### config.mk
export PLATFORM = sky130hd
export DESIGN_NAME = ddr_cmd_tracker
export DESIGN_NICKNAME = d
export VERILOG_FILES = /design/src/rtl/ddrmon_pkg.sv /design/src/rtl/ddrmon_cmd_decode.sv /design/src/rtl/ddrmon_col_pick.sv /design/src/rtl/ddrmon_burst_timer.sv /design/src/rtl/ddr_cmd_tracker.sv
export SDC_FILE = /design/constraint.sdc
export NUM_CORES = 1
export LEC_CHECK = 0
export CAP_MARGIN = 15
export CORE_ASPECT_RATIO = 0.6
export CORE_MARGIN = 2
export CORE_UTILIZATION = 40
export CTS_BUF_LIST = sky130_fd_sc_hd__clkbuf_4 sky130_fd_sc_hd__clkbuf_8 sky130_fd_sc_hd__clkbuf_16
export DETAILED_ROUTE_END_ITERATION = 12
export HOLD_SLACK_MARGIN = 0.05
export PLACE_DENSITY_LB_ADDON = 0.12
export SLEW_MARGIN = 20
export SYNTH_ARGS = -nofsm -noshare
export SYNTH_HDL_FRONTEND = slang
export SYNTH_SLANG_ARGS = --single-unit
export TNS_END_PERCENT = 100
### constraint.sdc
create_clock -name clk -period 6.4 [get_ports clk]
set_clock_uncertainty 0.15 [all_clocks]
set_input_delay 0.64 -clock clk [delete_from_list [all_inputs] [get_ports clk]]
set_output_delay 0.64 -clock clk [all_outputs]
set_load 0.02 [all_outputs]
### src/rtl/ddrmon_pkg.sv
package ddrmon_pkg;

    typedef enum logic [3:0] {
        CMD_NOP  = 4'd0,
        CMD_ACT  = 4'd1,
        CMD_RD   = 4'd2,
        CMD_WR   = 4'd3,
        CMD_PRE  = 4'd4,
        CMD_REF  = 4'd5,
        CMD_MRS  = 4'd6,
        CMD_BST  = 4'd7,
        CMD_SREF = 4'd8
    } cmd_t;

    typedef enum logic [1:0] {
        PWR_ON     = 2'd0,
        PWR_PRE_PD = 2'd1,
        PWR_ACT_PD = 2'd2,
        PWR_SREF   = 2'd3
    } pwr_t;

endpackage

### src/rtl/ddrmon_cmd_decode.sv
module ddrmon_cmd_decode
    import ddrmon_pkg::*;
(
    input  logic cs_n,
    input  logic ras_n,
    input  logic cas_n,
    input  logic we_n,
    output cmd_t cmd
);
    always_comb begin
        if (cs_n) begin
            cmd = CMD_NOP;
        end else begin
            unique case ({ras_n, cas_n, we_n})
                3'b011:  cmd = CMD_ACT;
                3'b101:  cmd = CMD_RD;
                3'b100:  cmd = CMD_WR;
                3'b010:  cmd = CMD_PRE;
                3'b001:  cmd = CMD_REF;
                3'b000:  cmd = CMD_MRS;
                3'b110:  cmd = CMD_BST;
                default: cmd = CMD_NOP;
            endcase
        end
    end
endmodule

### src/rtl/ddrmon_col_pick.sv
module ddrmon_col_pick #(
    parameter int ADDR_W = 12,
    parameter int COL_W  = 10
) (
    input  logic [ADDR_W-1:0] addr,
    output logic [COL_W-1:0]  col
);
    if (COL_W == 11) begin : g_x4
        // bit 10 carries auto precharge, so the column skips it
        assign col = {addr[11], addr[9:0]};
        logic unused_a10;
        assign unused_a10 = addr[10];
    end else begin : g_x8
        assign col = addr[COL_W-1:0];
        logic unused_hi;
        assign unused_hi = ^addr[ADDR_W-1:COL_W];
    end
endmodule

### src/rtl/ddrmon_burst_timer.sv
module ddrmon_burst_timer #(
    parameter int MAX_CYC = 4
) (
    input  logic       clk,
    input  logic       rst_n,
    input  logic       start,
    input  logic [1:0] bl_sel,
    output logic       active,
    output logic       expire
);
    localparam int CNT_W = $clog2(MAX_CYC + 1);

    logic [CNT_W-1:0] cnt_d, cnt_q, len;

    always_comb begin
        unique case (bl_sel)
            2'd0:    len = CNT_W'(1);
            2'd1:    len = CNT_W'(2);
            default: len = CNT_W'(MAX_CYC);
        endcase
        cnt_d = cnt_q;
        if (start) begin
            cnt_d = len;
        end else if (cnt_q != '0) begin
            cnt_d = cnt_q - CNT_W'(1);
        end
        active = (cnt_q != '0);
        expire = (cnt_q == CNT_W'(1));
    end

    always_ff @(posedge clk or negedge rst_n) begin
        if (!rst_n) cnt_q <= '0;
        else        cnt_q <= cnt_d;
    end
endmodule

### src/rtl/ddr_cmd_tracker.sv
module ddr_cmd_tracker
    import ddrmon_pkg::*;
#(
    parameter int NB      = 4,
    parameter int ADDR_W  = 12,
    parameter int ROW_W   = 12,
    parameter int COL_W   = 10,
    parameter int MAX_CYC = 4,
    localparam int BA_W   = $clog2(NB)
) (
    input  logic                  clk,
    input  logic                  rst_n,
    input  logic                  cs_n,
    input  logic                  ras_n,
    input  logic                  cas_n,
    input  logic                  we_n,
    input  logic                  cke,
    input  logic [BA_W-1:0]       ba,
    input  logic [ADDR_W-1:0]     addr,
    input  logic [1:0]            bl_sel,
    output logic [3:0]            cmd_o,
    output logic [COL_W-1:0]      col_o,
    output logic                  auto_pre_o,
    output logic                  mrs_ext_o,
    output logic [NB-1:0]         bank_open_o,
    output logic [NB*ROW_W-1:0]   open_row_o,
    output logic [1:0]            pwr_o,
    output logic                  err_idle_o,
    output logic                  err_act_o,
    output logic                  err_ref_o,
    output logic                  err_cke_o
);
    typedef struct packed {
        logic [NB-1:0]            open;
        logic [NB-1:0]            pend;
        logic [NB-1:0][ROW_W-1:0] row;
        cmd_t                     cmd;
        logic [COL_W-1:0]         col;
        logic                     ap;
        logic                     mrs_ext;
        pwr_t                     pwr;
        logic                     err_idle;
        logic                     err_act;
        logic                     err_ref;
        logic                     err_cke;
    } state_t;

    state_t           s_d, s_q;
    cmd_t             raw_cmd;
    logic [COL_W-1:0] col_w;
    logic             burst_start, burst_active, burst_expire;

    ddrmon_cmd_decode u_dec (
        .cs_n (cs_n), .ras_n(ras_n), .cas_n(cas_n), .we_n(we_n), .cmd(raw_cmd)
    );

    ddrmon_col_pick #(.ADDR_W(ADDR_W), .COL_W(COL_W)) u_col (
        .addr(addr), .col(col_w)
    );

    ddrmon_burst_timer #(.MAX_CYC(MAX_CYC)) u_tmr (
        .clk   (clk),          .rst_n (rst_n),
        .start (burst_start),  .bl_sel(bl_sel),
        .active(burst_active), .expire(burst_expire)
    );

    always_comb begin
        s_d          = s_q;
        s_d.cmd      = CMD_NOP;
        s_d.err_idle = 1'b0;
        s_d.err_act  = 1'b0;
        s_d.err_ref  = 1'b0;
        s_d.err_cke  = 1'b0;
        burst_start  = 1'b0;

        // auto-precharge closes take effect before this edge's command
        if (burst_expire) begin
            s_d.open = s_d.open & ~s_d.pend;
            s_d.pend = '0;
        end

        if (s_q.pwr == PWR_ON) begin
            if (!cke) begin
                if (burst_active) s_d.err_cke = 1'b1;
                if (raw_cmd == CMD_REF) begin
                    s_d.pwr     = PWR_SREF;
                    s_d.cmd     = CMD_SREF;
                    s_d.err_ref = |s_d.open;
                end else if (|s_d.open) begin
                    s_d.pwr = PWR_ACT_PD;
                end else begin
                    s_d.pwr = PWR_PRE_PD;
                end
            end else begin
                s_d.cmd = raw_cmd;
                unique case (raw_cmd)
                    CMD_ACT: begin
                        if (s_d.open[ba]) begin
                            s_d.err_act = 1'b1;
                        end else begin
                            s_d.open[ba] = 1'b1;
                            s_d.row[ba]  = addr[ROW_W-1:0];
                        end
                    end
                    CMD_RD, CMD_WR: begin
                        s_d.col = col_w;
                        s_d.ap  = addr[10];
                        if (!s_d.open[ba]) begin
                            s_d.err_idle = 1'b1;
                        end else begin
                            burst_start = 1'b1;
                            if (addr[10]) s_d.pend[ba] = 1'b1;
                        end
                    end
                    CMD_PRE: begin
                        if (addr[10]) begin
                            s_d.open = '0;
                            s_d.pend = '0;
                        end else begin
                            s_d.open[ba] = 1'b0;
                            s_d.pend[ba] = 1'b0;
                        end
                    end
                    CMD_REF: s_d.err_ref = |s_d.open;
                    CMD_MRS: s_d.mrs_ext = ba[0];
                    default: ;
                endcase
            end
        end else if (cke) begin
            s_d.pwr = PWR_ON;
        end
    end

    always_ff @(posedge clk or negedge rst_n) begin
        if (!rst_n) begin
            s_q     <= '0;
            s_q.cmd <= CMD_NOP;
            s_q.pwr <= PWR_ON;
        end else begin
            s_q <= s_d;
        end
    end

    assign cmd_o       = s_q.cmd;
    assign col_o       = s_q.col;
    assign auto_pre_o  = s_q.ap;
    assign mrs_ext_o   = s_q.mrs_ext;
    assign bank_open_o = s_q.open;
    assign open_row_o  = s_q.row;
    assign pwr_o       = s_q.pwr;
    assign err_idle_o  = s_q.err_idle;
    assign err_act_o   = s_q.err_act;
    assign err_ref_o   = s_q.err_ref;
    assign err_cke_o   = s_q.err_cke;
endmodule

==> qor.csv <==
stage;metric;value;unit
cts;cts_tree;done;
yosys;synth.most_common_cell;dfrtp_1;
cts;cts_resized;0;
cts;clock_tree.buffer_depth;2;
yosys;synth_common_cells;dfrtp_1, buf_4, mux2_2, a21oi_1, nand2_1;
grt;gr-total-overflow;0;
routing;dr.first_iter.drc_count;171;
worst_setup_path;critPathCaptureType;register;
timing;min_period;3.05;ns
placed_design;portBuffers;96;
yosys;syn_avg_cell_area;12.1;µm²
timing;worst_pin_slew;1.01;ns
worst_setup_path;worstRegToRegCells;7;
worst_setup_path;ff2ff_setup_slack;3.60;ns
job;maxCapViolCount;0;
grt;grt_first_pass_wirelength;13200;µm
routing;firstDrtPassIters;4;
cells_and_area;area_growth;23.4;%
yosys;seq_area_frac_synth;51.6;%
placed_design;place_hpwl;6110;µm
grt;grt_pass1_vias;2392;
routing;drc;0;
yosys;synth_top_area_share;51.6;%
routing;antenna_left;0;
power_and_ir_drop;p_leak;2.17;nW
routing;wl_per_cell;17.0;µm
yosys;synth_top_cell_by_area;dfrtp_1;
worst_setup_path;crit_path_start;ba[0];
yosys;synth_area;3930;µm²
timing;period_share;47.7;%
cts;cts_hold_buf;0;
worst_setup_path;r2r-start;u_tmr.cnt_q[1]$_DFFE_PN0P_;
worst_setup_path;cp_slowest_cell;nor3_2;
cells_and_area;num-fill-cells;850;
worst_setup_path;crit_chain;clkdlybuf4s50_1 -> nand2b_1 -> a21oi_1 -> nor4_4 -> nor3_2 -> mux2_2;
routing;wirelength;8430;µm
cells_and_area;multi_input_area;1350;µm²
power_and_ir_drop;peakVddDrop;0.000190;V
cts;cts_buffers;9;
worst_setup_path;path_max_fanout;12;
placed_design;gp_congestion;0.947;
timing;max_clock_freq;0.327;GHz
cts;cts_setup_buffers;0;
worst_setup_path;crit_cells;6;
yosys;mappedNetlistNets;351;
die;num_io_pins;97;
grt;grt_max_degree;82;
cells_and_area;regArea;2030;µm²
timing;finalSetupTns;0;ns
die;die_x;132;µm
yosys;ys_warn_count;0;
worst_setup_path;max_stage_delay;0.82;ns
yosys;ys.flop_type;dfrtp_1;
min_path;hold_class;in2async;
cts;htree_levels;3;
timing;rsz0062_at_grt;no;
grt;antenna_found_initial;0;
yosys;synth_seq_cells;81;
yosys;synth_cell_type_count;33;
run_status;outcome;completed;
yosys;synth_edf_count;0;
cts;cts.sinks;81;
cells_and_area;fin_area;4850;µm²
die;dieArea;10700;µm²
yosys;async_flop_share;100;%
die;initial_core_util;42.0;%
worst_setup_path;crit_required;6.46;ns
cells_and_area;nNetsFinal;387;
worst_setup_path;crit_path_start_kind;primary input;
cts;cts_root_buf;clkbuf_16;
die;design.core.area;9360;µm²
timing;maxSlewHeadroom;32.5;%
timing;hold_viol;0;
routing;viasPerCell;4.90;
cts;clkLatencyLatePin;0.33;ns
die;rows;27;
cts;cts.clk_slew.worst_paths;0.06;ns
power_and_ir_drop;p_per_area;370;nW/µm²
die;die_y;80.8;µm
cells_and_area;antenna_cells;0;
timing;slew_viol_final;0;
worst_setup_path;critPathKind;in2reg;
worst_setup_path;critPathTopFamily;simple AND/OR/NAND/NOR gates;
routing;vias;2425;
timing;finalSetupViolations;0;
placed_design;place_area;4550;µm²
worst_setup_path;worstPathArrival;3.12;ns
worst_setup_path;crit_buf_inv;1;
grt;track_usage;16.6;%
yosys;syn-instance-count;324;
cells_and_area;drive_gt1_share;25.2;%
yosys;synthTopCellsByArea;dfrtp_1, mux2_2, buf_4;
-- cell type report --
| class | instances | share of cell area (%) |
|---|---|---|
| clock buffers | 11 | 5.08 |
| clock inverters | 5 | 1.13 |
| inverters | 6 | 0.464 |
| multi-input cells | 163 | 27.9 |
| flip-flops and latches | 81 | 41.8 |
| well taps | 130 | 3.35 |
| repair buffers | 99 | 20.3 |
-- how the worst min path moves through the flow --
stage / endpoint / from
5_1_grt: u_tmr.cnt_q[1]$_DFFE_PN0P_ / rst_n
2_1_floorplan: asynchronous set/reset pin / rst_n
4_1_cts: col_o[6]$_DFFE_PN0P_ / col_o[6]$_DFFE_PN0P_
3_5_place_dp: register / register
3_3_place_gp: register / register
6_report: u_tmr.cnt_q[1]$_DFFE_PN0P_ / rst_n
-- cell families after synthesis --
kind of cell	after synthesis	synth area share, %
AND/OR/NAND/NOR	64	9.17
XOR/XNOR	2	0.446
multiplexers	65	18.6
adder cells (fa/ha/maj)	4	1.27
buffers and inverters	80	14.5
AO/OA/AOI/OAI	28	4.42
flip-flops	81	51.6
-- stage by stage --
step	setup WS (ns)	utilization (%)	hold slack, ns	power [W]	instances
global placement	3.03	48.6	0.339	0.00129	479
global route	3.13	51.8	0.267	0.00190	495
finish	3.35	51.8	0.193	0.00179	495
detailed placement	2.97	48.6	0.345	0.00129	479
CTS	3.34	51.8	0.358	0.00182	495
floorplan	4.02	-	0.194	0.00113	324
-- layout by cell type, fill, tap and decap left out, types with 3 or more instances in the layout --
cell             synthesis  final
o21a_1                   3      3
clkdlybuf4s50_1          0     95
a21boi_0                 3      3
nor2_1                  12     12
inv_1                    6      6
ha_1                     4      4
nand3b_1                 5      5
nor4_1                   3      3
mux2_2                  64     64
a21oi_1                 14     14
a21o_1                   3      3
buf_4                   72      3
nand2_1                 14     14
clkbuf_16                0      9
dfrtp_1                 81     81
and3_1                   4      4
nor3_2                   0      4
nand4_1                  3      3
nand2b_1                 7      7
-- per-layer routing --
metal / up-vias / global-route usage [%] / routed length (µm)
li1: 1125 / - / -
met2: 83 / 23.8 / 3490
met5: - / 0 / 0
met1: 1211 / 23.2 / 4170
met3: 6 / 6.80 / 712
met4: 0 / 5.00 / 68
-- power breakdown --
group / switching [W] / leakage, nW / internal [W]
Combinational: 0.000291 / 0.945 / 0.000298
Clock: 0.000196 / 0.145 / 0.000315
Sequential: 0.0000744 / 1.08 / 0.000618
No activity file was read; power rests on OpenSTA's default activity.
